--- src/rtl/tick_gen_pkg.sv ---
package tick_gen_pkg;

  // Mode field of the two timers fed by the shared prescaler.
  typedef enum logic [2:0] {
    SH_STOP     = 3'd0,
    SH_EVERY    = 3'd1,
    SH_DIV8     = 3'd2,
    SH_DIV64    = 3'd3,
    SH_DIV256   = 3'd4,
    SH_DIV1024  = 3'd5,
    SH_PIN_FALL = 3'd6,
    SH_PIN_RISE = 3'd7
  } sh_mode_e;

  // Mode field of the timer with the private prescaler.
  typedef enum logic [2:0] {
    P2_STOP    = 3'd0,
    P2_EVERY   = 3'd1,
    P2_DIV8    = 3'd2,
    P2_DIV32   = 3'd3,
    P2_DIV64   = 3'd4,
    P2_DIV128  = 3'd5,
    P2_DIV256  = 3'd6,
    P2_DIV1024 = 3'd7
  } p2_mode_e;

  // Number of low prescaler bits that must all be one for each ratio.
  localparam int LOG_DIV8    = 3;
  localparam int LOG_DIV32   = 5;
  localparam int LOG_DIV64   = 6;
  localparam int LOG_DIV128  = 7;
  localparam int LOG_DIV256  = 8;
  localparam int LOG_DIV1024 = 10;

endpackage

--- src/rtl/tick_prescaler.sv ---
module tick_prescaler #(
  parameter int W = 10
) (
  input  logic         clk,
  input  logic         rst_n,
  input  logic         adv,
  output logic [W-1:0] cnt
);

  always_ff @(posedge clk or negedge rst_n) begin
    if (!rst_n)
      cnt <= '0;
    else if (adv)
      cnt <= cnt + 1'b1;
  end

endmodule

--- src/rtl/tick_edge_sync.sv ---
module tick_edge_sync #(
  parameter int STAGES = 2
) (
  input  logic clk,
  input  logic rst_n,
  input  logic din,
  output logic lvl_now,
  output logic lvl_prev
);

  localparam int LAST = STAGES;

  logic [LAST:0] shreg;

  always_ff @(posedge clk or negedge rst_n) begin
    if (!rst_n)
      shreg <= '0;
    else
      shreg <= {shreg[LAST-1:0], din};
  end

  assign lvl_now  = shreg[LAST-1];
  assign lvl_prev = shreg[LAST];

endmodule

--- src/rtl/tick_sel_shared.sv ---
module tick_sel_shared
  import tick_gen_pkg::*;
#(
  parameter int W = 10
) (
  input  logic [2:0]   sel,
  input  logic [W-1:0] cnt,
  input  logic         pin_now,
  input  logic         pin_prev,
  output logic         tick
);

  logic wrap8, wrap64, wrap256, wrap1024;

  assign wrap8    = &cnt[LOG_DIV8-1:0];
  assign wrap64   = &cnt[LOG_DIV64-1:0];
  assign wrap256  = &cnt[LOG_DIV256-1:0];
  assign wrap1024 = &cnt[LOG_DIV1024-1:0];

  always_comb begin
    unique case (sh_mode_e'(sel))
      SH_STOP:     tick = 1'b0;
      SH_EVERY:    tick = 1'b1;
      SH_DIV8:     tick = wrap8;
      SH_DIV64:    tick = wrap64;
      SH_DIV256:   tick = wrap256;
      SH_DIV1024:  tick = wrap1024;
      SH_PIN_FALL: tick = pin_prev & ~pin_now;
      SH_PIN_RISE: tick = pin_now & ~pin_prev;
      default:     tick = 1'b0;
    endcase
  end

endmodule

--- src/rtl/tick_sel_t2.sv ---
module tick_sel_t2
  import tick_gen_pkg::*;
#(
  parameter int W = 10
) (
  input  logic [2:0]   sel,
  input  logic         adv,
  input  logic [W-1:0] cnt,
  output logic         tick
);

  logic w8, w32, w64, w128, w256, w1024;

  assign w8    = adv & (&cnt[LOG_DIV8-1:0]);
  assign w32   = adv & (&cnt[LOG_DIV32-1:0]);
  assign w64   = adv & (&cnt[LOG_DIV64-1:0]);
  assign w128  = adv & (&cnt[LOG_DIV128-1:0]);
  assign w256  = adv & (&cnt[LOG_DIV256-1:0]);
  assign w1024 = adv & (&cnt[LOG_DIV1024-1:0]);

  always_comb begin
    unique case (p2_mode_e'(sel))
      P2_STOP:    tick = 1'b0;
      P2_EVERY:   tick = adv;
      P2_DIV8:    tick = w8;
      P2_DIV32:   tick = w32;
      P2_DIV64:   tick = w64;
      P2_DIV128:  tick = w128;
      P2_DIV256:  tick = w256;
      P2_DIV1024: tick = w1024;
      default:    tick = 1'b0;
    endcase
  end

endmodule

--- src/rtl/tick_gen.sv ---
module tick_gen #(
  parameter int PRE_W       = 10,
  parameter int T2_W        = 10,
  parameter int SYNC_STAGES = 2
) (
  input  logic       clk,
  input  logic       rst_n,
  input  logic [2:0] t0_sel,
  input  logic [2:0] t1_sel,
  input  logic       t0_pin,
  input  logic       t1_pin,
  input  logic [2:0] t2_sel,
  input  logic       t2_async,
  input  logic       t2_osc,
  output logic       t0_tick,
  output logic       t1_tick,
  output logic       t2_tick
);

  localparam int N_SHARED = 2;

  // Shared prescaler: advances on every system clock.
  logic [PRE_W-1:0] sh_cnt;

  tick_prescaler #(.W(PRE_W)) u_sh_pre (
    .clk   (clk),
    .rst_n (rst_n),
    .adv   (1'b1),
    .cnt   (sh_cnt)
  );

  logic [2:0] sh_sel  [N_SHARED];
  logic       sh_pin  [N_SHARED];
  logic       sh_tick [N_SHARED];

  assign sh_sel[0] = t0_sel;
  assign sh_sel[1] = t1_sel;
  assign sh_pin[0] = t0_pin;
  assign sh_pin[1] = t1_pin;

  for (genvar i = 0; i < N_SHARED; i++) begin : g_shared
    logic pin_now, pin_prev;

    tick_edge_sync #(.STAGES(SYNC_STAGES)) u_pin_sync (
      .clk      (clk),
      .rst_n    (rst_n),
      .din      (sh_pin[i]),
      .lvl_now  (pin_now),
      .lvl_prev (pin_prev)
    );

    tick_sel_shared #(.W(PRE_W)) u_sel (
      .sel      (sh_sel[i]),
      .cnt      (sh_cnt),
      .pin_now  (pin_now),
      .pin_prev (pin_prev),
      .tick     (sh_tick[i])
    );
  end

  assign t0_tick = sh_tick[0];
  assign t1_tick = sh_tick[1];

  // Private prescaler: advances every clock or on each synchronised
  // rising edge of the slow oscillator.
  logic osc_now, osc_prev, t2_adv;
  logic [T2_W-1:0] t2_cnt;

  tick_edge_sync #(.STAGES(SYNC_STAGES)) u_osc_sync (
    .clk      (clk),
    .rst_n    (rst_n),
    .din      (t2_osc),
    .lvl_now  (osc_now),
    .lvl_prev (osc_prev)
  );

  assign t2_adv = t2_async ? (osc_now & ~osc_prev) : 1'b1;

  tick_prescaler #(.W(T2_W)) u_t2_pre (
    .clk   (clk),
    .rst_n (rst_n),
    .adv   (t2_adv),
    .cnt   (t2_cnt)
  );

  tick_sel_t2 #(.W(T2_W)) u_t2_sel (
    .sel  (t2_sel),
    .adv  (t2_adv),
    .cnt  (t2_cnt),
    .tick (t2_tick)
  );

endmodule

--- config.mk ---
export PLATFORM = sky130hd
export DESIGN_NAME = tick_gen
export DESIGN_NICKNAME = d
export VERILOG_FILES = /design/src/rtl/tick_gen_pkg.sv /design/src/rtl/tick_prescaler.sv /design/src/rtl/tick_edge_sync.sv /design/src/rtl/tick_sel_shared.sv /design/src/rtl/tick_sel_t2.sv /design/src/rtl/tick_gen.sv
export SDC_FILE = /design/constraint.sdc
export NUM_CORES = 1
export LEC_CHECK = 0
export BUFFER_PORTS_ARGS = -buffer_cell sky130_fd_sc_hd__buf_2
export CORE_MARGIN = 8
export CORE_UTILIZATION = 50
export CTS_CLUSTER_DIAMETER = 120
export DETAILED_ROUTE_END_ITERATION = 7
export GPL_ROUTABILITY_DRIVEN = 0
export PLACE_DENSITY = 0.78
export SETUP_SLACK_MARGIN = 0.3
export SLEW_MARGIN = 5
export SYNTH_ARGS = -nofsm -noshare
export SYNTH_HDL_FRONTEND = slang
export SYNTH_SLANG_ARGS = --single-unit
--- constraint.sdc ---
create_clock -name clk -period 2.1 [get_ports clk]
set_clock_uncertainty 0.15 [all_clocks]
set_input_delay 0.105 -clock clk [delete_from_list [all_inputs] [get_ports clk]]
set_output_delay 0.105 -clock clk [all_outputs]
set_load 0.05 [all_outputs]
==> flow_summary_export.csv <==
group,metric,value,unit
run_status,status,"finished, final reports clean",
grt,antenna_found_initial,0,
clocking,cts_max_level,2,
critical_path,worst_r2r_path_depth,5,
sta,fin_crit,2.00,ns
route,first_pass_iters,4,
critical_path,r2r-start,"u_t2_pre.cnt[1]",
synthesis,post-synth-top-area-cell,"dfrtp_1",
cells_and_area,final_core_util,68.7,%
sta,drv_slew,0,
cells_and_area,drive_above_1_share,35.4,%
critical_path,reg2reg_slack,0.58,ns
placed_design,dp_hpwl,1630,um
synthesis,ys_types,31,
synthesis,synth_common_cells,"dfrtp_1, xnor2_1, nand3_1, nand2_1, inv_1",
clocking,clk_latency,0.32,ns
clocking,clockBufferDepth,2,
grt,grt_pass1_vias,869,
synthesis,synth_edf_count,0,
grt,grt_usage,12.2,%
hold_path,hold_path_class,"in2async",
synthesis,ys_ff_latch,29,
power_and_ir_drop,p_sw,389,uW
clocking,cts_buffers,5,
critical_path,critPathLaunch,"u_sh_pre.cnt[1]",
cells_and_area,area_growth,32.0,%
critical_path,crit_arrival,1.74,ns
grt,grt_max_degree,30,
power_and_ir_drop,power_leakage,0.763,nW
sta,rsz0062_at_grt,"true",
critical_path,worstPathMaxFanout,3,
route,routedWlPerCell,14.5,um
route,drt_iter0_markers,23,
synthesis,seq_area_frac_synth,56.8,%
critical_path,crit_path_end,"t1_tick",
critical_path,critPathMaxStageDelay,0.42,ns
sta,max_freq,0.500,GHz
sta,finalHoldViolCount,0,
critical_path,slowest_stage,"dfrtp_1",
synthesis,synthFlopType,"dfrtp_1",
synthesis,syn_area_per_cell,11.9,sq um
synthesis,synthCells,107,
die,die_w,66.5,um
sta,setup-tns-final,0,ns
power_and_ir_drop,p_per_area,786,nW/um^2
grt,grt_pass1_wl,3960,um
synthesis,async_flop_share,100,%
route,routed_wl,2570,um
die,rows,18,
clocking,clkSinkCount,29,
synthesis,synth_most_common_cell,"dfrtp_1",
route,avgViaCountPerCell,5.31,
critical_path,worstPathRequired,1.85,ns
synthesis,yosys-top-cells-area,"dfrtp_1, xnor2_1, ha_1, nand3_1, mux2_2",
synthesis,yosysTopAreaCellShare,56.8,%
synthesis,synth_warnings,0,
die,chipHeight,66.5,um
sta,worstMarginPinSlew,0.631,ns
clocking,root_buffer,"clkbuf_4",
placed_design,port_buffers,17,
critical_path,critPathLaunchType,"register",
die,core,2450,sq um
route,ant_nets,0,
sta,hold_slack,0.183,ns
route,dr_total_vias,939,
synthesis,syn_area,1280,sq um
sta,period_share,95.1,%
die,dieArea,4430,sq um
critical_path,critical_path_class,"reg2out",
clocking,cts_tree,"done",
route,drc,0,
cells_and_area,antenna_cells,0,
power_and_ir_drop,p_int,937,uW
critical_path,crit_chain,"ha_4 -> ha_4 -> a211oi_2 -> a31oi_1 -> a31oi_2 -> nor3_4 -> buf_6",
run,max_cap_violations,0,
power_and_ir_drop,max-vdd-ir-drop,0.832,mV
power_and_ir_drop,power_frac_comb,24.2,%
grt,grt-ovfl-total,0,
sta,setup_violations,0,
synthesis,synth_nets,127,
die,initial_core_util,52.0,%
critical_path,end_kind,"output pin",
power_and_ir_drop,p_clk_share,23.0,%
critical_path,cp_common_cell,"ha_4",
sta,slew_headroom,57.9,%
critical_path,worstReg2RegEnd,"u_t2_pre.cnt[8]",
power_and_ir_drop,p_total,1.33,mW
power_and_ir_drop,seqPwrFrac,52.7,%
power_and_ir_drop,switching_share,29.3,%
die,ios,18,
cells_and_area,fin_nets,166,
clocking,clk_pin_slew,0.08,ns
## how the worst min path moves through the flow
stage	startpoint	to	cells past startpoint
after floorplan	rst_n	g_shared[0].u_pin_sync.shreg[0]	0
after global placement	rst_n	u_sh_pre.cnt[3]	1
after detailed placement	rst_n	g_shared[0].u_pin_sync.shreg[0]	1
after CTS	rst_n	u_osc_sync.shreg[0]	2
after global routing	g_shared[0].u_pin_sync.shreg[0]	g_shared[0].u_pin_sync.shreg[1]	0
final	rst_n	u_osc_sync.shreg[1]	2
## layout by cell type, fill, tap and decap left out, types with 2 or more instances in the layout
| cell | count |
|---|---|
| dfrtp_1 | 29 |
| buf_2 | 14 |
| xnor2_1 | 11 |
| buf_4 | 10 |
| nand2_1 | 7 |
| nand3_1 | 6 |
| inv_1 | 5 |
| clkbuf_4 | 5 |
| dlygate4sd3_1 | 5 |
| a21oi_1 | 4 |
| nand2b_1 | 3 |
| nand4_1 | 3 |
| xor2_1 | 3 |
| mux2_2 | 3 |
| ha_4 | 3 |
| clkbuf_1 | 3 |
| buf_6 | 3 |
| a211oi_2 | 2 |
| o21ai_0 | 2 |
| nor3_4 | 2 |
## cell families after synthesis
kind of cell	Yosys count	share of synthesized area, %
XOR/XNOR	14	9.60
adder cells (fa/ha/maj)	5	4.90
buffers and inverters	6	1.76
AND/OR/NAND/NOR	34	15.7
AO/OA/AOI/OAI	16	8.62
multiplexers	3	2.64
flip-flops	29	56.8
## critical path, delay by kind of cell, from the launching register on
kind                       cells  cell delay (ns)
and+or+nand+nor                1             0.05
DFF                            1             0.42
adders and majority gates      2             0.36
buffers and inverters          1             0.15
AOI/OAI and AO/OA              3             0.44
## metal layers
layer | part of all wire (%) | track usage (%) | routed length [um]
met3 | 5.1 | 5.37 | 131
met1 | 43 | 14.3 | 1110
met5 | 0 | 0 | 0
met2 | 49 | 17.7 | 1260
met4 | 2.4 | 8.00 | 63
## power by group through the flow
| stage | Clock [mW] | Sequential (mW) | Combinational, mW |
|---|---|---|---|
| 2_1_floorplan | 0 | 0.693 | 0.169 |
| 3_3_place_gp | 0 | 0.704 | 0.215 |
| 3_5_place_dp | 0 | 0.708 | 0.233 |
| 4_1_cts | 0.326 | 0.692 | 0.294 |
| 5_1_grt | 0.348 | 0.706 | 0.363 |
| 6_report | 0.306 | 0.700 | 0.321 |
## sequential cells by signal (all words and copies together), names as in the netlist
name / count
u_sh_pre.cnt: 10
g_shared.u_pin_sync.shreg: 6
u_t2_pre.cnt: 10
u_osc_sync.shreg: 3
## metrics by stage
| step | std cells | worst slack (ns) | cell area [sq um] |
|---|---|---|---|
| 2_1_floorplan | 107 | 0.335 | 1280 |
| 3_3_place_gp | 154 | 0.223 | 1410 |
| 3_5_place_dp | 154 | 0.164 | 1410 |
| 4_1_cts | 173 | 0.0299 | 1630 |
| 5_1_grt | 177 | -0.0204 | 1690 |
| 6_report | 177 | 0.102 | 1690 |
## cell type report
| class | instances | area [sq um] |
|---|---|---|
| inverter | 6 | 22.5 |
| sequential | 29 | 726 |
| timing repair buffer | 32 | 229 |
| tap | 30 | 37.5 |
| clock buffer | 8 | 48.8 |
| fill | 174 | 768 |
| multi-input combinational | 72 | 623 |
## repair_timing
action / 4_1_cts / 5_1_grt
pin swaps: 7 / 7
resized for setup: 17 / 6
setup endpoints to repair: 3 / 3
setup buffers: 6 / 4
hold endpoints to repair: 34 / 0
hold buffers: 5 / 0
Note: power is estimated with default switching activity, not from simulation.
